<file path="config.mk">
export PLATFORM = sky130hd
export DESIGN_NAME = bfly_switch
export DESIGN_NICKNAME = d
export VERILOG_FILES = /design/src/rtl/bfly_pkg.sv /design/src/rtl/bfly_in_frame.sv /design/src/rtl/bfly_hdr_strip.sv /design/src/rtl/bfly_rr_arb.sv /design/src/rtl/bfly_switch.sv
export SDC_FILE = /design/constraint.sdc
export NUM_CORES = 1
export LEC_CHECK = 0
export CORE_UTILIZATION = 43
export CTS_CLUSTER_DIAMETER = 100
export DETAILED_ROUTE_END_ITERATION = 8
export GPL_TIMING_DRIVEN = 0
export PLACE_DENSITY = 0.81
export SLEW_MARGIN = 20
export SYNTH_ARGS = -nofsm -noshare
export SYNTH_HDL_FRONTEND = slang
export SYNTH_SLANG_ARGS = --single-unit
</file>
<file path="constraint.sdc">
create_clock -name clk -period 5.1 [get_ports clk]
set_input_delay 1.02 -clock clk [delete_from_list [all_inputs] [get_ports clk]]
set_output_delay 1.02 -clock clk [all_outputs]
set_load 0.02 [all_outputs]
</file>
<file path="src/rtl/bfly_pkg.sv">
package bfly_pkg;
  localparam int unsigned NUM_LINKS = 2;

  typedef enum logic {
    SIDE_LEFT  = 1'b0,
    SIDE_RIGHT = 1'b1
  } side_e;
endpackage

</file>
<file path="src/rtl/bfly_in_frame.sv">
// Per-input packet framing: tracks header position and the output chosen by it.
module bfly_in_frame
  import bfly_pkg::*;
#(
  parameter int unsigned DATA_W = 16,
  parameter int unsigned LEN_W  = 3
) (
  input  logic              clk,
  input  logic              rst_n,
  input  logic              vld,
  input  logic [DATA_W-1:0] data,
  input  logic              last,
  input  logic              xfer,
  output logic              is_head,
  output side_e             route,
  output logic [1:0]        req
);
  localparam int unsigned ADDR_W = DATA_W - LEN_W;

  logic              at_head_q, at_head_d;
  side_e             route_q, route_d;
  side_e             head_route;
  logic [LEN_W-1:0]  cnt;
  logic [ADDR_W-1:0] addr;
  logic [ADDR_W-1:0] shifted;

  assign cnt  = data[LEN_W-1:0];
  assign addr = data[DATA_W-1:LEN_W];

  // leading remaining address bit decides the side
  always_comb begin
    shifted    = addr >> (cnt - LEN_W'(1));
    head_route = SIDE_LEFT;
    if (cnt != '0) begin
      head_route = shifted[0] ? SIDE_RIGHT : SIDE_LEFT;
    end
  end

  always_comb begin
    at_head_d = at_head_q;
    route_d   = route_q;
    if (xfer) begin
      at_head_d = last;
      if (at_head_q) begin
        route_d = head_route;
      end
    end
  end

  always_ff @(posedge clk or negedge rst_n) begin
    if (!rst_n) begin
      at_head_q <= 1'b1;
      route_q   <= SIDE_LEFT;
    end else if (xfer) begin
      at_head_q <= at_head_d;
      route_q   <= route_d;
    end
  end

  assign is_head = at_head_q;
  assign route   = at_head_q ? head_route : route_q;
  assign req[0]  = vld & (route == SIDE_LEFT);
  assign req[1]  = vld & (route == SIDE_RIGHT);
endmodule

</file>
<file path="src/rtl/bfly_hdr_strip.sv">
// Removes the consumed address bit from a header flit; other flits pass as is.
module bfly_hdr_strip #(
  parameter int unsigned DATA_W = 16,
  parameter int unsigned LEN_W  = 3
) (
  input  logic              is_head,
  input  logic [DATA_W-1:0] din,
  output logic [DATA_W-1:0] dout
);
  localparam int unsigned ADDR_W = DATA_W - LEN_W;

  logic [LEN_W-1:0]  cnt;
  logic [LEN_W-1:0]  cnt_next;
  logic [ADDR_W-1:0] addr;
  logic [ADDR_W-1:0] keep_mask;

  assign cnt  = din[LEN_W-1:0];
  assign addr = din[DATA_W-1:LEN_W];

  always_comb begin
    cnt_next  = cnt - LEN_W'(1);
    keep_mask = ~({ADDR_W{1'b1}} << cnt_next);
    dout      = din;
    if (is_head && (cnt != '0)) begin
      dout = {addr & keep_mask, cnt_next};
    end
  end
endmodule

</file>
<file path="src/rtl/bfly_rr_arb.sv">
// Per-output arbiter: round-robin on headers, locked to the owner until last.
module bfly_rr_arb (
  input  logic       clk,
  input  logic       rst_n,
  input  logic [1:0] req,
  input  logic       xfer,
  input  logic       last,
  output logic [1:0] gnt,
  output logic       sel
);
  logic lock_q, lock_d;
  logic owner_q, owner_d;
  logic prio_q, prio_d;

  always_comb begin
    if (lock_q) begin
      sel = owner_q;
    end else if (req[prio_q]) begin
      sel = prio_q;
    end else if (req[!prio_q]) begin
      sel = !prio_q;
    end else begin
      sel = prio_q;
    end
    gnt      = '0;
    gnt[sel] = req[sel];
  end

  always_comb begin
    lock_d  = lock_q;
    owner_d = owner_q;
    prio_d  = prio_q;
    if (xfer) begin
      lock_d  = !last;
      owner_d = sel;
      if (!lock_q) begin
        prio_d = !sel;
      end
    end
  end

  always_ff @(posedge clk or negedge rst_n) begin
    if (!rst_n) begin
      lock_q  <= 1'b0;
      owner_q <= 1'b0;
      prio_q  <= 1'b0;
    end else if (xfer) begin
      lock_q  <= lock_d;
      owner_q <= owner_d;
      prio_q  <= prio_d;
    end
  end
endmodule

</file>
<file path="src/rtl/bfly_switch.sv">
// Destination-tag 2x2 switch top.
module bfly_switch
  import bfly_pkg::*;
#(
  parameter int unsigned DATA_W = 16,
  parameter int unsigned LEN_W  = 3
) (
  input  logic                   clk,
  input  logic                   rst_n,
  input  logic [1:0]             in_valid,
  input  logic [1:0][DATA_W-1:0] in_data,
  input  logic [1:0]             in_last,
  output logic [1:0]             in_ready,
  output logic [1:0]             out_valid,
  output logic [1:0][DATA_W-1:0] out_data,
  output logic [1:0]             out_last,
  input  logic [1:0]             out_ready
);
  logic [1:0]             head_q;
  side_e                  route [NUM_LINKS];
  logic [1:0][1:0]        req_in;   // [input][output]
  logic [1:0][1:0]        req_out;  // [output][input]
  logic [1:0][1:0]        gnt_out;  // [output][input]
  logic [1:0]             sel_out;
  logic [1:0]             in_xfer;
  logic [1:0]             out_xfer;
  logic [1:0][DATA_W-1:0] fwd_data;

  for (genvar gi = 0; gi < NUM_LINKS; gi++) begin : g_in
    bfly_in_frame #(.DATA_W(DATA_W), .LEN_W(LEN_W)) u_frame (
      .clk     (clk),
      .rst_n   (rst_n),
      .vld     (in_valid[gi]),
      .data    (in_data[gi]),
      .last    (in_last[gi]),
      .xfer    (in_xfer[gi]),
      .is_head (head_q[gi]),
      .route   (route[gi]),
      .req     (req_in[gi])
    );

    bfly_hdr_strip #(.DATA_W(DATA_W), .LEN_W(LEN_W)) u_strip (
      .is_head (head_q[gi]),
      .din     (in_data[gi]),
      .dout    (fwd_data[gi])
    );

    assign in_xfer[gi] = in_valid[gi] & in_ready[gi];
  end

  always_comb begin
    for (int o = 0; o < NUM_LINKS; o++) begin
      for (int i = 0; i < NUM_LINKS; i++) begin
        req_out[o][i] = req_in[i][o];
      end
    end
  end

  for (genvar go = 0; go < NUM_LINKS; go++) begin : g_out
    bfly_rr_arb u_arb (
      .clk   (clk),
      .rst_n (rst_n),
      .req   (req_out[go]),
      .xfer  (out_xfer[go]),
      .last  (out_last[go]),
      .gnt   (gnt_out[go]),
      .sel   (sel_out[go])
    );

    assign out_valid[go] = |gnt_out[go];
    assign out_data[go]  = fwd_data[sel_out[go]];
    assign out_last[go]  = in_last[sel_out[go]];
    assign out_xfer[go]  = out_valid[go] & out_ready[go];
  end

  always_comb begin
    for (int i = 0; i < NUM_LINKS; i++) begin
      in_ready[i] = gnt_out[route[i]][i] & out_ready[route[i]];
    end
  end
endmodule

</file>
After elaboration in Yosys (flattened, before gate mapping) --
Index checks and enable logic that the tools add are counted.
Word-level totals: input port bits 40, word-level logic and storage cells 108, output and inout port bits 38, bits in registers 10
Cells by class: magnitude comparators 10, shifts and indexed selects 4, reduce and logical (&&, ||, !) cells 16, bitwise gates (word level) 20, add/subtract/negate cells 2, mux-type cells 46
Operators with widths (count):
- $mux 16 | 6
- $mux 1 | 36
- $and 13x13->13 | 2
- $not 13->13 | 2
- $shl 13x3->13 const A | 2
- $shr 13x3->1 | 2
- $lt 1x2->1 const B | 8
- $and 1x1->1 | 10
- $logic_not 1->1 | 6
- $reduce_bool 3->1 | 2
- $sub 3x1->3 const B | 2
- $and 2x2->2 | 2
- $logic_and 1x1->1 | 4
- $mux 2 | 2
- $not 1->1 | 4
- $reduce_and 2->1 | 2
- $reduce_or 2->1 | 2
- $demux 1 s1 | 2
- $ge 1x1->1 const B | 2

Logic depth before layout (Yosys ltp) --
depth in word-level cells 21, depth in mapped cells 12, gate-level depth less buffers 10

Modules after synthesis --
A second synthesis with hierarchy kept.
Second synthesis, totals: cell total of the unflattened synthesis 213, area total of the unflattened synthesis 2014.4 um^2
By module, submodules not included:
- bfly_switch | area each 593.1 um^2, sequential area each 0.0 um^2, times used 1, cells an instance 50
- bfly_hdr_strip | area each 276.5 um^2, sequential area each 0.0 um^2, times used 2, cells an instance 36
- bfly_in_frame | area each 254.0 um^2, sequential area each 51.3 um^2, times used 2, cells an instance 25
- bfly_rr_arb at g_out[0].u_arb | area each 186.4 um^2, sequential area each 75.1 um^2, times used 1, cells an instance 20
- bfly_rr_arb at g_out[1].u_arb | area each 173.9 um^2, sequential area each 75.1 um^2, times used 1, cells an instance 21

Worst setup path after synthesis --
OpenSTA, ideal clock, no wires.
path type in2out, start point in in_data[0] (netlist bit), end point out out_data[10] (netlist bit), arrival 3.798 ns, path buffers 1, cell stages on the path 11, path slack 0.282 ns, cell sequence inv_1 > ha_1 > inv_1 > ha_1 > mux4_2 > nor2_2 > o311ai_2 > a21o_1 > a21oi_4 > buf_6 > mux2i_1
RTL lines:
- from (decl) | RTL line bfly_switch.sv:11 | input logic [1:0][DATA_W-1:0] in_data,
- to (decl) | RTL line bfly_switch.sv:15 | output logic [1:0][DATA_W-1:0] out_data,

==> flow_summary_export.csv <==
group,metric,value,unit
setup_path,r2r-end,"g_out[1].u_arb.lock_q",
routing,vias_per_cell,5.90,
hold_path,holdPathStages,1,
setup_path,critical_path.max_stage_delay,530,ps
setup_path,r2r-start,"g_in[1].u_frame.is_head",
global_route,grt_remaining_overflow,0,
logic_synthesis,synth_edf_count,0,
setup_path,path_cells,"dlygate4sd2_1, inv_2, ha_4, inv_1, ha_4, mux4_2, nor2_4, o31ai_4, a221oi_4, o31a_1, buf_6, bufbuf_16, mux2i_1, buf_4",
sta,rsz0062_at_grt,"true",
setup_path,critPathTopFamily,"buffers and inverters",
floorplanning,ios,78,
sta,period_share,99.9,%
logic_synthesis,synthCells,216,
power_and_ir_drop,p_per_area,584,nW/µm²
setup_path,critPathSlowestCell,"mux4_2",
routing,vias,2124,
clock_network,cts_root_buf,"clkbuf_8",
floorplanning,coreArea,4030,µm²
outcome,status,"finished, final reports clean",
logic_synthesis,synthArstFlopShare,100,%
setup_path,crit_type,"primary input to output pin",
layout,layout-drive-gt1-share,28.7,%
placement,placed_cells,343,
layout,stdcell_area,2930,µm²
setup_path,cp.arrival,4070,ps
power_and_ir_drop,p_total,1.71,mW
floorplanning,die_w,67.1,µm
global_route,grt_start_max_net_pins,11,
logic_synthesis,synth_area,1820,µm²
sta,layout_setup_ws,5.03,ps
global_route,grt_pass1_vias,1952,
sta,slew_viol_final,0,
setup_path,worst_setup_path_end_kind,"output pin",
logic_synthesis,synth.distinct_cells,57,
floorplanning,die_y,67.1,µm
setup_path,crit_fanout,6,
logic_synthesis,synth-seq-area-share,13.9,%
logic_synthesis,syn_avg_cell_area,8.43,µm²
routing,wl,6530,µm
setup_path,required,4080,ps
setup_path,critPathLaunchType,"primary input",
clock_network,hold_buffers,0,
global_route,antenna_found_initial,0,
global_route,grt.total_usage,28.2,%
sta,final_hold_viol_count,0,
clock_network,cts_buffers,3,
layout,diodes,0,
setup_path,reg2regPathDepth,6,
logic_synthesis,yosysWarnings,0,
sta,setup_viol,0,
hold_path,worstHoldStart,"g_in[0].u_frame.route_q",
hold_path,hold_class,"register to register",
placement,portBuffers,77,
routing,ant_nets,0,
floorplanning,rows,23,
power_and_ir_drop,ir_drop,0.000396,V
clock_network,path_clk_slew,50,ps
placement,dpl-instance-area,2660,µm²
placement,place_hpwl,4510,µm
sta,period_minus_slack,5090,ps
power_and_ir_drop,leakage,1.37,nW
layout,fin_nets,361,
sta,max_freq,0.196,GHz
layout,stdcell_count,360,
setup_path,cp_common_cell,"ha_4",
hold_path,hold_end,"g_in[0].u_frame.route_q",
sta,worst_pin_slew,567,ps
clock_network,htree_levels,1,
global_route,grt_pass1_wl,9540,µm
floorplanning,start_util,45.2,%
setup_path,cp.buffers_inverters,6,
routing,drc,0,
logic_synthesis,syn-num-nets,266,
sta,skew,1.75,ps
setup_path,rrSetupSlack,2910,ps
placement,pre_cts_ws,-1000,ps
routing,first_pass_iters,5,
logic_synthesis,ys_seq_elements,10,
clock_network,clkLatencyLatePin,240,ps
routing,wl_per_cell,18.1,µm
sta,slew_headroom,62.2,%
clock_network,cts.sinks,10,
routing,drtIter0Drc,230,
placement,gp_congestion,0.882,
clock_network,cts_buffer_depth,2,
clock_network,cts_tree,"built",
floorplanning,dieArea,4500,µm²
logic_synthesis,ys.flop_type,"dfrtp_1",
layout,syn_to_final_growth,61.0,%
job,cap_viol_max_count,0,
-- cell usage after synthesis, types with 3 or more instances --
cell      count  area (µm²)
mux2i_1      38         380
nand2_1      26        97.6
inv_1        16        60.1
o21ai_0      13        65.1
ha_1         10         125
dfrtp_1       8         200
nand2b_1      7        43.8
nor2_1        7        26.3
a21oi_1       6        30.0
nor2b_1       6        37.5
o31ai_1       6        45.0
and2_1        4        25.0
a21boi_0      3        22.5
and3_1        3        18.8
clkbuf_1      3        11.3
mux2_2        3        33.8
nor4_1        3        18.8
o22ai_1       3        18.8
-- state kept, by name, summed over array words and instances (netlist names) --
| signal | cells |
|---|---|
| g_in.u_frame.route_q | 2 |
| g_out.u_arb.prio_q | 2 |
| g_out.u_arb.lock_q | 2 |
| g_out.u_arb.owner_q | 2 |
| g_in.u_frame.is_head | 2 |
-- per-layer routing --
| layer | wire (µm) | vias to the layer above | track usage, % |
|---|---|---|---|
| li1 | - | 995 | - |
| met1 | 2760 | 1018 | 37.2 |
| met2 | 3300 | 97 | 48.5 |
| met3 | 330 | 14 | 3.60 |
| met4 | 143 | 0 | 4.79 |
| met5 | 0 | - | 0 |
-- report_power, final --
group / switching [mW] / internal [mW] / leakage [nW]
registers: 0.0441 / 0.124 / 0.116
clock network: 0.0322 / 0.0679 / 0.0288
logic: 0.781 / 0.663 / 1.23
total: 0.858 / 0.855 / 1.37
-- layout by cell type, fill, tap and decap left out, types with 6 or more instances in the layout --
master,n
buf_2,9
clkdlybuf4s50_1,34
nand2b_1,6
nand2_1,26
buf_4,21
nor2_1,7
mux2i_1,38
nor2b_1,6
a21oi_1,6
clkdlybuf4s15_2,7
o21ai_0,13
inv_1,10
dlygate4sd2_1,7
dfrtp_1,8
inv_2,6
ha_4,6
-- cell families (layout without fill, tap and decap cells) --
family | count (synthesis) | count (layout) | share of synthesized area, %
and+or+nand+nor | 63 | 63 | 17.5
xor gates and xnor gates | 2 | 2 | 0.962
DFF | 10 | 10 | 13.9
adders and majority gates | 10 | 10 | 6.87
buffers and inverters | 25 | 119 | 7.28
muxes | 45 | 45 | 26.6
AOI/OAI and AO/OA | 61 | 61 | 26.9
-- worst max path at each step --
stage / to / cells past startpoint / from
2_1_floorplan: out_data[10] / 11 / in_data[0]
3_5_place_dp: out_data[10] / 13 / in_data[0]
3_3_place_gp: out_data[10] / 13 / in_data[0]
5_1_grt: out_data[23] / 14 / in_data[1]
4_1_cts: out_data[28] / 14 / in_data[17]
6_report: out_data[20] / 14 / in_data[1]
-- stage by stage --
stage | setup TNS, ps | utilization, % | hold WS (ps)
finish | 0 | 72.8 | 535
global placement | -29640 | 65.9 | 516
CTS | 0 | 70.4 | 532
floorplan | 0 | - | 485
global route | -582 | 72.8 | 565
detailed placement | -31080 | 65.9 | 521
-- layout make-up --
class,count,area [µm²]
Inverter,16,60.1
Buffer,9,76.3
Fill cell,313,1100
Tap cell,50,62.6
Multi-Input combinational cell,181,1610
Clock buffer,4,55.1
Sequential cell,10,253
Timing Repair Buffer,90,813
-- what timing repair did --
| item | in CTS | in global routing |
|---|---|---|
| pin swaps | 6 | 13 |
| gates cloned | 2 | 0 |
| endpoints found under the setup margin | 38 | 35 |
| resized for setup | 133 | 27 |
| setup buffers | 7 | 4 |
Power figures use the tool's default switching activity.
